File: src/rtl/cfg_autoload_pkg.sv
package cfg_autoload_pkg;

  localparam int unsigned WORD_W = 16;

  typedef enum logic [1:0] {
    SER_IDLE,
    SER_SHIFT,
    SER_GAP
  } ser_st_e;

  typedef enum logic [1:0] {
    LD_IDLE,
    LD_ISSUE,
    LD_WAIT,
    LD_CHECK
  } ld_st_e;

  function automatic logic [WORD_W-1:0] cfg_default(int unsigned idx);
    return 16'hC000 + WORD_W'(idx);
  endfunction

endpackage

File: src/rtl/ee_uwire_rd.sv
module ee_uwire_rd
  import cfg_autoload_pkg::*;
#(
  parameter int unsigned SK_HALF = 4,
  parameter int unsigned AW      = 6
) (
  input  logic              clk_i,
  input  logic              rst_ni,
  input  logic              start_i,
  input  logic [AW-1:0]     addr_i,
  output logic              idle_o,
  output logic              word_vld_o,
  output logic [WORD_W-1:0] word_o,
  output logic              cs_o,
  output logic              sk_o,
  output logic              cmd_o,
  input  logic              data_i
);

  localparam int unsigned CMD_W = 3 + AW;
  localparam int unsigned TOT_W = CMD_W + WORD_W;
  localparam int unsigned DIV_W = (SK_HALF > 1) ? $clog2(SK_HALF) : 1;
  localparam int unsigned BIT_W = $clog2(TOT_W + 1);
  localparam logic [DIV_W-1:0] DIV_LAST = DIV_W'(SK_HALF - 1);
  localparam logic [BIT_W-1:0] BIT_LAST = BIT_W'(TOT_W - 1);
  localparam logic [BIT_W-1:0] BIT_DATA = BIT_W'(CMD_W);

  ser_st_e           st_q;
  logic [DIV_W-1:0]  div_q;
  logic [BIT_W-1:0]  bit_q;
  logic [CMD_W-1:0]  cmd_q;
  logic [WORD_W-1:0] shf_q;
  logic              sk_q, cs_q, gap_q, vld_q;
  logic              tick;

  assign tick = (div_q == DIV_LAST);

  always_ff @(posedge clk_i or negedge rst_ni) begin
    if (!rst_ni) begin
      st_q  <= SER_IDLE;
      div_q <= '0;
      bit_q <= '0;
      cmd_q <= '0;
      shf_q <= '0;
      sk_q  <= 1'b0;
      cs_q  <= 1'b0;
      gap_q <= 1'b0;
      vld_q <= 1'b0;
    end else begin
      vld_q <= 1'b0;
      div_q <= (st_q == SER_IDLE || tick) ? '0 : div_q + 1'b1;
      case (st_q)
        SER_IDLE: begin
          if (start_i) begin
            cs_q  <= 1'b1;
            sk_q  <= 1'b0;
            bit_q <= '0;
            cmd_q <= {3'b110, addr_i};
            st_q  <= SER_SHIFT;
          end
        end
        SER_SHIFT: begin
          if (tick) begin
            if (!sk_q) begin
              sk_q <= 1'b1;
              if (bit_q >= BIT_DATA) shf_q <= {shf_q[WORD_W-2:0], data_i};
            end else begin
              sk_q  <= 1'b0;
              cmd_q <= cmd_q << 1;
              if (bit_q == BIT_LAST) begin
                cs_q  <= 1'b0;
                gap_q <= 1'b0;
                vld_q <= 1'b1;
                st_q  <= SER_GAP;
              end else begin
                bit_q <= bit_q + 1'b1;
              end
            end
          end
        end
        SER_GAP: begin
          if (tick) begin
            if (gap_q) st_q <= SER_IDLE;
            gap_q <= 1'b1;
          end
        end
        default: st_q <= SER_IDLE;
      endcase
    end
  end

  assign idle_o     = (st_q == SER_IDLE);
  assign word_vld_o = vld_q;
  assign word_o     = shf_q;
  assign cs_o       = cs_q;
  assign sk_o       = sk_q;
  assign cmd_o      = cs_q & cmd_q[CMD_W-1];


  sk_in_frame_chk: assert property (@(posedge clk_i) disable iff (!rst_ni)
    sk_o |-> cs_o);


  vld_after_frame_chk: assert property (@(posedge clk_i) disable iff (!rst_ni)
    word_vld_o |-> !cs_o);


  cs_gap_chk: assert property (@(posedge clk_i) disable iff (!rst_ni)
    $fell(cs_o) |=> !cs_o);

endmodule

File: src/rtl/ld_csum.sv
module ld_csum
  import cfg_autoload_pkg::*;
#(
  parameter int unsigned IW        = 6,
  parameter int unsigned ASUM_REF  = 6,
  parameter int unsigned ASUM_LAST = 7
) (
  input  logic              clk_i,
  input  logic              rst_ni,
  input  logic              clr_i,
  input  logic              add_i,
  input  logic [IW-1:0]     idx_i,
  input  logic [WORD_W-1:0] word_i,
  output logic [7:0]        sum_o,
  output logic              asum_ok_o
);

  logic [7:0]        sum_q;
  logic [WORD_W-1:0] asum_q, aref_q;
  logic [7:0]        hi_b, lo_b;

  assign hi_b = word_i[15:8];
  assign lo_b = word_i[7:0];

  always_ff @(posedge clk_i or negedge rst_ni) begin
    if (!rst_ni) begin
      sum_q  <= '0;
      asum_q <= '0;
      aref_q <= '0;
    end else if (clr_i) begin
      sum_q  <= '0;
      asum_q <= '0;
      aref_q <= '0;
    end else if (add_i) begin
      sum_q <= sum_q + hi_b + lo_b;
      if (idx_i == IW'(ASUM_REF)) aref_q <= word_i;
      else if (idx_i <= IW'(ASUM_LAST)) asum_q <= asum_q + {8'h00, hi_b} + {8'h00, lo_b};
    end
  end

  assign sum_o     = sum_q;
  assign asum_ok_o = (asum_q == aref_q);


  sum_clr_chk: assert property (@(posedge clk_i) disable iff (!rst_ni)
    clr_i |=> (sum_o == 8'h00));

endmodule

File: src/rtl/cfg_store.sv
module cfg_store
  import cfg_autoload_pkg::*;
#(
  parameter int unsigned NUM_CFG = 36,
  parameter int unsigned CIW     = $clog2(NUM_CFG)
) (
  input  logic                      clk_i,
  input  logic                      rst_ni,
  input  logic                      stage_we_i,
  input  logic [CIW-1:0]            stage_idx_i,
  input  logic [WORD_W-1:0]         stage_data_i,
  input  logic                      commit_i,
  input  logic                      revert_i,
  output logic [NUM_CFG*WORD_W-1:0] live_o
);

  for (genvar g = 0; g < NUM_CFG; g++) begin : g_reg
    logic [WORD_W-1:0] shd_q, live_q;
    always_ff @(posedge clk_i or negedge rst_ni) begin
      if (!rst_ni) begin
        shd_q  <= cfg_default(g);
        live_q <= cfg_default(g);
      end else begin
        if (stage_we_i && stage_idx_i == CIW'(g)) shd_q <= stage_data_i;
        if (commit_i) live_q <= shd_q;
        else if (revert_i) live_q <= cfg_default(g);
      end
    end
    assign live_o[g*WORD_W +: WORD_W] = live_q;
  end


  live_hold_chk: assert property (@(posedge clk_i) disable iff (!rst_ni)
    (!commit_i && !revert_i) |=> $stable(live_o));


  verdict_excl_chk: assert property (@(posedge clk_i) disable iff (!rst_ni)
    !(commit_i && revert_i));

endmodule

File: src/rtl/cfg_autoload.sv
module cfg_autoload
  import cfg_autoload_pkg::*;
#(
  parameter int unsigned SK_HALF    = 4,
  parameter int unsigned NUM_WORDS  = 41,
  parameter int unsigned ADDR_WORDS = 5,
  parameter int unsigned EE_AW      = 6,
  parameter int unsigned ASUM_REF   = 6,
  parameter int unsigned ASUM_LAST  = 7
) (
  input  logic                                     clk_i,
  input  logic                                     rst_ni,
  input  logic                                     reload_i,
  output logic                                     ee_cs_o,
  output logic                                     ee_sk_o,
  output logic                                     ee_cmd_o,
  input  logic                                     ee_data_i,
  output logic                                     busy_o,
  output logic                                     done_o,
  output logic                                     valid_o,
  output logic                                     addr_sum_ok_o,
  output logic [ADDR_WORDS*WORD_W-1:0]             addr_words_o,
  output logic [(NUM_WORDS-ADDR_WORDS)*WORD_W-1:0] cfg_regs_o
);

  localparam int unsigned NUM_CFG = NUM_WORDS - ADDR_WORDS;
  localparam int unsigned IW      = $clog2(NUM_WORDS);
  localparam int unsigned CIW     = $clog2(NUM_CFG);
  localparam logic [IW-1:0] LAST_IDX  = IW'(NUM_WORDS - 1);
  localparam logic [IW-1:0] ADDR_END  = IW'(ADDR_WORDS);
  localparam logic [7:0]    CSUM_GOOD = 8'hFF;

  function automatic logic [NUM_CFG*WORD_W-1:0] dflt_vec();
    logic [NUM_CFG*WORD_W-1:0] v;
    for (int i = 0; i < NUM_CFG; i++) v[i*WORD_W +: WORD_W] = cfg_default(i);
    return v;
  endfunction
  localparam logic [NUM_CFG*WORD_W-1:0] CFG_DFLT = dflt_vec();

  ld_st_e            st_q;
  logic [IW-1:0]     idx_q;
  logic              busy_q, done_q, valid_q, asum_ok_q;
  logic              eng_idle, eng_vld, eng_start;
  logic [WORD_W-1:0] eng_word;
  logic              word_take, reload_ok, pass, commit, revert;
  logic [7:0]        csum;
  logic              asum_ok;

  assign eng_start = (st_q == LD_ISSUE) && eng_idle;
  assign word_take = (st_q == LD_WAIT) && eng_vld;
  assign reload_ok = (st_q == LD_IDLE) && reload_i;
  assign pass      = (csum == CSUM_GOOD);
  assign commit    = (st_q == LD_CHECK) && pass;
  assign revert    = (st_q == LD_CHECK) && !pass;

  ee_uwire_rd #(
    .SK_HALF (SK_HALF),
    .AW      (EE_AW)
  ) u_ser (
    .clk_i      (clk_i),
    .rst_ni     (rst_ni),
    .start_i    (eng_start),
    .addr_i     (EE_AW'(idx_q)),
    .idle_o     (eng_idle),
    .word_vld_o (eng_vld),
    .word_o     (eng_word),
    .cs_o       (ee_cs_o),
    .sk_o       (ee_sk_o),
    .cmd_o      (ee_cmd_o),
    .data_i     (ee_data_i)
  );

  ld_csum #(
    .IW        (IW),
    .ASUM_REF  (ASUM_REF),
    .ASUM_LAST (ASUM_LAST)
  ) u_csum (
    .clk_i     (clk_i),
    .rst_ni    (rst_ni),
    .clr_i     (reload_ok),
    .add_i     (word_take),
    .idx_i     (idx_q),
    .word_i    (eng_word),
    .sum_o     (csum),
    .asum_ok_o (asum_ok)
  );

  cfg_store #(
    .NUM_CFG (NUM_CFG),
    .CIW     (CIW)
  ) u_store (
    .clk_i        (clk_i),
    .rst_ni       (rst_ni),
    .stage_we_i   (word_take && (idx_q >= ADDR_END)),
    .stage_idx_i  (CIW'(idx_q - ADDR_END)),
    .stage_data_i (eng_word),
    .commit_i     (commit),
    .revert_i     (revert),
    .live_o       (cfg_regs_o)
  );

  // Address words are written directly; a failed verdict leaves them alone.
  for (genvar a = 0; a < ADDR_WORDS; a++) begin : g_addr
    logic [WORD_W-1:0] aw_q;
    always_ff @(posedge clk_i or negedge rst_ni) begin
      if (!rst_ni) aw_q <= '0;
      else if (word_take && idx_q == IW'(a)) aw_q <= eng_word;
    end
    assign addr_words_o[a*WORD_W +: WORD_W] = aw_q;
  end

  always_ff @(posedge clk_i or negedge rst_ni) begin
    if (!rst_ni) begin
      st_q      <= LD_ISSUE;
      idx_q     <= '0;
      busy_q    <= 1'b1;
      done_q    <= 1'b0;
      valid_q   <= 1'b0;
      asum_ok_q <= 1'b0;
    end else begin
      case (st_q)
        LD_IDLE: begin
          if (reload_i) begin
            busy_q    <= 1'b1;
            done_q    <= 1'b0;
            valid_q   <= 1'b0;
            asum_ok_q <= 1'b0;
            idx_q     <= '0;
            st_q      <= LD_ISSUE;
          end
        end
        LD_ISSUE: if (eng_idle) st_q <= LD_WAIT;
        LD_WAIT: begin
          if (eng_vld) begin
            if (idx_q == LAST_IDX) begin
              st_q <= LD_CHECK;
            end else begin
              idx_q <= idx_q + 1'b1;
              st_q  <= LD_ISSUE;
            end
          end
        end
        LD_CHECK: begin
          busy_q    <= 1'b0;
          done_q    <= pass;
          valid_q   <= pass;
          asum_ok_q <= asum_ok;
          st_q      <= LD_IDLE;
        end
        default: st_q <= LD_IDLE;
      endcase
    end
  end

  assign busy_o        = busy_q;
  assign done_o        = done_q;
  assign valid_o       = valid_q;
  assign addr_sum_ok_o = asum_ok_q;


  done_valid_chk: assert property (@(posedge clk_i) disable iff (!rst_ni)
    done_o |-> valid_o);


  busy_flags_chk: assert property (@(posedge clk_i) disable iff (!rst_ni)
    busy_o |-> (!done_o && !valid_o));


  fail_dflt_chk: assert property (@(posedge clk_i) disable iff (!rst_ni)
    ($fell(busy_o) && !valid_o) |-> (cfg_regs_o == CFG_DFLT));


  idx_rng_chk: assert property (@(posedge clk_i) disable iff (!rst_ni)
    idx_q <= LAST_IDX);


  start_idle_chk: assert property (@(posedge clk_i) disable iff (!rst_ni)
    eng_start |-> !ee_cs_o);

endmodule

File: config.mk
export PLATFORM = sky130hd
export DESIGN_NAME = cfg_autoload
export DESIGN_NICKNAME = d
export VERILOG_FILES = /design/src/rtl/cfg_autoload_pkg.sv /design/src/rtl/ee_uwire_rd.sv /design/src/rtl/ld_csum.sv /design/src/rtl/cfg_store.sv /design/src/rtl/cfg_autoload.sv
export SDC_FILE = /design/constraint.sdc
export NUM_CORES = 2
export LEC_CHECK = 0
export ABC_AREA = 1
export BUFFER_PORTS_ARGS = -buffer_cell sky130_fd_sc_hd__clkbuf_2
export CAP_MARGIN = 40
export CORE_MARGIN = 4
export CORE_UTILIZATION = 35
export DETAILED_ROUTE_END_ITERATION = 10
export MAX_ROUTING_LAYER = met4
export PLACE_DENSITY = 0.55
export SLEW_MARGIN = 20
export SYNTH_ARGS = -nofsm -noshare
export SYNTH_HDL_FRONTEND = slang
export SYNTH_SLANG_ARGS = --single-unit
File: constraint.sdc
create_clock -name clk_i -period 3.2 [get_ports clk_i]
set_input_delay 0.16 -clock clk_i [delete_from_list [all_inputs] [get_ports clk_i]]
set_output_delay 0.16 -clock clk_i [all_outputs]
set_load 0.005 [all_outputs]
* Word-level counts from Yosys, hierarchy flattened
Cells that the tools add are included.
Word-level totals: output and inout port bits 663, logic and storage cells 369, bits in registers 1321, input port bits 4
Operators by class: bitwise operators 2, order comparisons 3, reductions and logical operators 73, add/subtract/negate cells 8, mux-type cells 127, equal/unequal tests 62
Operators by type and width (number):
- 16-bit two-way mux | 79
- 6-bit by 5-bit == test with 1-bit output, second input constant | 16
- 6-bit by 4-bit == test with 1-bit output, second input constant | 8
- 1-bit logical AND | 47
- 6-bit by 3-bit == test with 1-bit output, second input constant | 6
- 16-bit by 8-bit adder with 16-bit output | 2
- 6-bit == test, second input constant | 5
- 9-bit two-way mux | 3
- 6-bit by 2-bit == test with 1-bit output, second input constant | 4
- 2-bit two-way mux | 11
- 5-bit two-way mux | 4
- 6-bit two-way mux | 3
- 9-bit case mux with 2 select lines | 1
- 8-bit adder | 2
- 16-bit == test | 1
- 8-bit two-way mux | 2
- 2-bit nonzero test | 8
- 5-bit AND reduction | 3
- 1-bit two-way mux | 14
- 2-bit by 1-bit inequality test with 1-bit output, second input constant | 7
- 6-bit by 1-bit == test with 1-bit output, second input constant | 2
- 6-bit logical NOT | 2
- 1-bit case mux with 2 select lines | 6
- 6-bit case mux with 2 select lines | 1
- 24 further kinds | 38

* Logic depth before layout (Yosys ltp)
depth after elaboration 6, depth in mapped cells 15, gate-level depth less buffers 14

* Cells and area by module
From an unflattened synthesis, not the netlist that was laid out.
Second synthesis, totals: cell total of the unflattened synthesis 4879, area, all modules 51891.0 um^2
Modules (own cells, without submodules):
- cfg_store | area an instance 43038.8 um^2, instances 1, cells each 3875, seq. area each 29228.0 um^2
- cfg_autoload | area an instance 4017.6 um^2, instances 1, cells each 403, seq. area each 2279.7 um^2
- ld_csum | area an instance 2981.6 um^2, instances 1, cells each 372, seq. area each 1001.0 um^2
- ee_uwire_rd | area an instance 1853.0 um^2, instances 1, cells each 229, seq. area each 950.9 um^2

* Worst setup path before layout
Ideal clock, no wire load.
path type reg2reg, from register u_ser.shf_q[0] (netlist: u_ser.word_o[0]), to register u_csum.sum_q[7] (netlist: u_csum.sum_o[7]), setup time 126 ps, arrival 2462 ps, path slack 612 ps, stages on the path, launching flop included 14, path buffers 1, clock period less this slack 2588 ps, required time 3074 ps, cells stage by stage dfrtp_1 > clkbuf_1 > clkinv_1 > fa_1 > inv_1 > ha_1 > inv_1 > fa_1 > inv_1 > nand4_1 > o211ai_1 > nand2_1 > nand2_1 > o21ai_0
On the way: cells in the longest elaborated chain, start to end 3
RTL lines:
- start: declaration | line ee_uwire_rd.sv:32 | logic [WORD_W-1:0] shf_q;
- start signal: assignment | line ee_uwire_rd.sv:66 | if (bit_q >= BIT_DATA) shf_q <= {shf_q[WORD_W-2:0], data_i};
- 8-bit adder | line ld_csum.sv:35 | sum_q <= sum_q + hi_b + lo_b;
- 8-bit two-way mux | line ld_csum.sv:34 | end else if (add_i) begin
- 8-bit two-way mux | line ld_csum.sv:30 | end else if (clr_i) begin
- end signal: assignment | line ld_csum.sv:35
- end: declaration | line ld_csum.sv:18 | logic [7:0] sum_q;
No other way between the ends. The select of a mux whose other input is x is not followed. A chain may end at the register's enable or synchronous reset.

* Final worst setup path
from register idx_q[0], to register u_store.g_reg[0].shd_q[7]
On the way: cells in the longest elaborated chain, start to end 3, elaborated cells on any way between the ends 5, those cells by class add/sub (1); order compare (1); reduce/logical (3)
RTL lines:
- start: declaration | line cfg_autoload.sv:41 | logic [IW-1:0] idx_q;
- start signal: assignment | line cfg_autoload.sv:138 | idx_q <= idx_q + 1'b1;
- 6-bit by 3-bit subtractor with 6-bit output or 6-bit by 3-bit >= comparator with 1-bit output (tied branches) | line cfg_autoload.sv:95, cfg_autoload.sv:94
- 6-bit logical NOT or 1-bit logical AND (tied branches) | line cfg_store.sv:24, cfg_autoload.sv:94
- 1-bit logical AND * | line cfg_store.sv:24 | if (stage_we_i && stage_idx_i == CIW'(g)) shd_q <= stage_data_i;
- end signal: assignment | line cfg_store.sv:21 | shd_q <= cfg_default(g);
- end signal: assignment | line cfg_store.sv:24
- end: declaration | line cfg_store.sv:18 | logic [WORD_W-1:0] shd_q, live_q;
Mark *: on every way between the ends. The rest lies on a longest branch, timed or not.

==> reports/qor.yml <==
yosysTopAreaCell: "dfrtp_1"
crit_fanout: 32
r2r_slack_ps: 350
cts-buffers-inserted: 148
antenna_cells: 0
cts-root-buf: "clkbuf_16"
yosysWarnings: 0
drtPass1Iterations: 6
die_x_um: 398
pre_cts_ws_ps: 349
finalCritPeriodShare_pct: 89.0
ctsResizeCount: 0
critPathArrivalTime_ps: 3520
startpoint: "idx_q[0]"
ys_ff_latch: 1321
fin_ws_ps: 351
syn_avg_cell_area_um2: 8.97
tightest_slew_ps: 1010
hold_path_class: "in2async"
yosysSeqAreaShare_pct: 62.7
setup_violations: 0
highest_layer: "met4"
power_mw: 38.5
antenna_found_initial: 2
fin_skew_ps: 41.0
dp_hpwl_mm: 121
vias: 42818
powerDensity_mw_per_mm2: 597
clock_latency_ps: 790
dieArea_mm2: 0.159
yosys-top-cells-area: "dfrtp_1, dfstp_2, nand2_1"
rr_worst_depth: 11
synth.most_common_cell: "nand2_1"
clk_path_buf_depth: 3
finalSetupTns_ps: 0
peakVddDrop_mv: 0.426
required_ps: 3870
nets: 6590
p_leak_nw: 32.1
grt_max_degree: 171
drive_gt1_share_pct: 21.5
ys.flop_type: "dfrtp_1"
placementRows: 143
syn-cell-area_mm2: 0.0534
grt_pass1_wl_mm: 277
syn2layout_area_growth_pct: 20.8
start_util_pct: 35.2
grt_pass1_vias: 42065
cts_sinks: 1321
status: "completed"
critPathKind: "reg2reg"
drt_wl_total_mm: 187
synth.distinct_cells: 41
fillers: 15116
track_usage_pct: 23.8
rr_startpoint: "idx_q[0]"
dieHeight_um: 398
final_util_pct: 42.5
critPathCaptureType: "flip-flop"
start_kind: "flip-flop"
drt_iter0_drc: 3722
wl_met1_mm: 82.6
netlist_instances: 5950
clock.fmax_mhz: 351
synth-async-reset-ratio_pct: 100
routedWlPerCell_um: 21.5
worstReg2RegEnd: "u_store.g_reg[0].shd_q[7]"
wl_met2_mm: 85.0
drv_slew: 0
port_buffers: 666
cts_tree: "built"
drtAntennaViolNets: 0
rsz0062_at_grt: "no"
coreArea_mm2: 0.152
yosys.area.top_type_share_pct: 46.8
grt.overflow.total: 0
hold_slack_ps: 42.0
synth-edff-count: 0
synth.net_count: 6000
htreeDepth: 4
clk_pin_slew_ps: 60
viasPerCell: 4.92
timing.max_slew.rel_slack_pct: 32.8
pin_count: 667
hold_viol: 0
drc_errors: 0
place_congestion: 0.834
dr_wl_met3_mm: 13.2
drv_cap: 0
finalCriticalPeriod_ps: 2850
synthTopCellsByCount: "nand2_1, dfrtp_1, nand3_1, o21ai_0, nor2_1"
-- stage by stage --
stage / std cells / cell area, um2
4_1_cts: 8697 / 64400
2_1_floorplan: 5950 / 53400
5_1_grt: 8697 / 64400
3_5_place_dp: 8417 / 59300
6_report: 8697 / 64400
3_3_place_gp: 8414 / 59300
-- flip-flops by register name, summed over array words and instances (netlist names), 2 cells and up --
name and flops:
g_addr.aw_q 80, idx_q 6, st_q 2, u_csum.aref_q 16
u_csum.asum_q 16, u_csum.sum_o 8, u_ser.bit_q 5, u_ser.cmd_q 9
u_ser.div_q 2, u_ser.st_q 2, u_ser.word_o 16, u_store.g.live_q 576
u_store.g.shd_q 576
-- cells by family after synthesis --
kind of cell / synth area share [%]
compound gates: 5.84
buf+inv: 6.62
fa+ha+maj: 1.32
simple gates: 23.3
xor+xnor: 0.263
flops: 62.7
-- layer usage --
metal	up-vias	GRT usage [%]
met5	-	-
met4	0	7.60
met3	290	4.94
met2	1543	35.8
met1	21204	32.6
li1	19781	-
-- placed cells by master, fill, tap and decap left out, types with 20 or more instances in the layout --
cell,synthesis,final
clkinv_2,0,20
inv_1,509,507
nand2_1,1841,1840
nor2_1,540,531
ha_1,29,29
clkbuf_8,0,32
clkbuf_2,0,665
clkbuf_1,260,42
dfstp_2,322,322
o21ai_0,556,555
dfrtp_1,999,983
buf_12,0,25
buf_4,5,125
clkbuf_16,0,151
o22ai_1,21,21
nand3_1,629,628
-- final cells by class --
class                   count  area [um2]  area share (%)
flip-flops and latches   1321       33500            52.0
multi-input cells        3729       16500            25.6
repair buffers            820        4840            7.51
clock buffers             225        4380            6.79
well taps                2030        2540            3.94
inverters                 520        1960            3.05
clock inverters            52         713            1.11
-- worst max-delay path, stage by stage, from the launching register on --
cell and delay, ps:
dfrtp_1 460, inv_2 130, ha_1 230, inv_1 60
nand2_1 90, nand2_1 180, nand3_2 220, nor3_4 200
buf_4 420, nand2_1 500, nand2_1 160, nand2_1 70
-- where the power goes --
| group | internal, mW | switching (mW) |
|---|---|---|
| Sequential | 17.1 | 0.261 |
| Combinational | 0.745 | 2.73 |
| Clock | 10.4 | 7.29 |
-- worst max path at each step --
stage,endpoint,cells past startpoint
finish,u_store.g_reg[0].shd_q[7],11
floorplan,u_csum.sum_o[7],13
global route,u_store.g_reg[2].shd_q[11],13
CTS,u_store.g_reg[6].shd_q[8],13
global placement,u_store.g_reg[22].shd_q[7],11
detailed placement,u_store.g_reg[2].shd_q[1],13
-- repair_timing --
| item | CTS | global route |
|---|---|---|
| hold endpoints to repair | 308 | 0 |
| setup buffers | 0 | 0 |
| hold buffers | 3 | 0 |
| endpoints found under the setup margin | 0 | 0 |
Power figures use the tool's default switching activity.
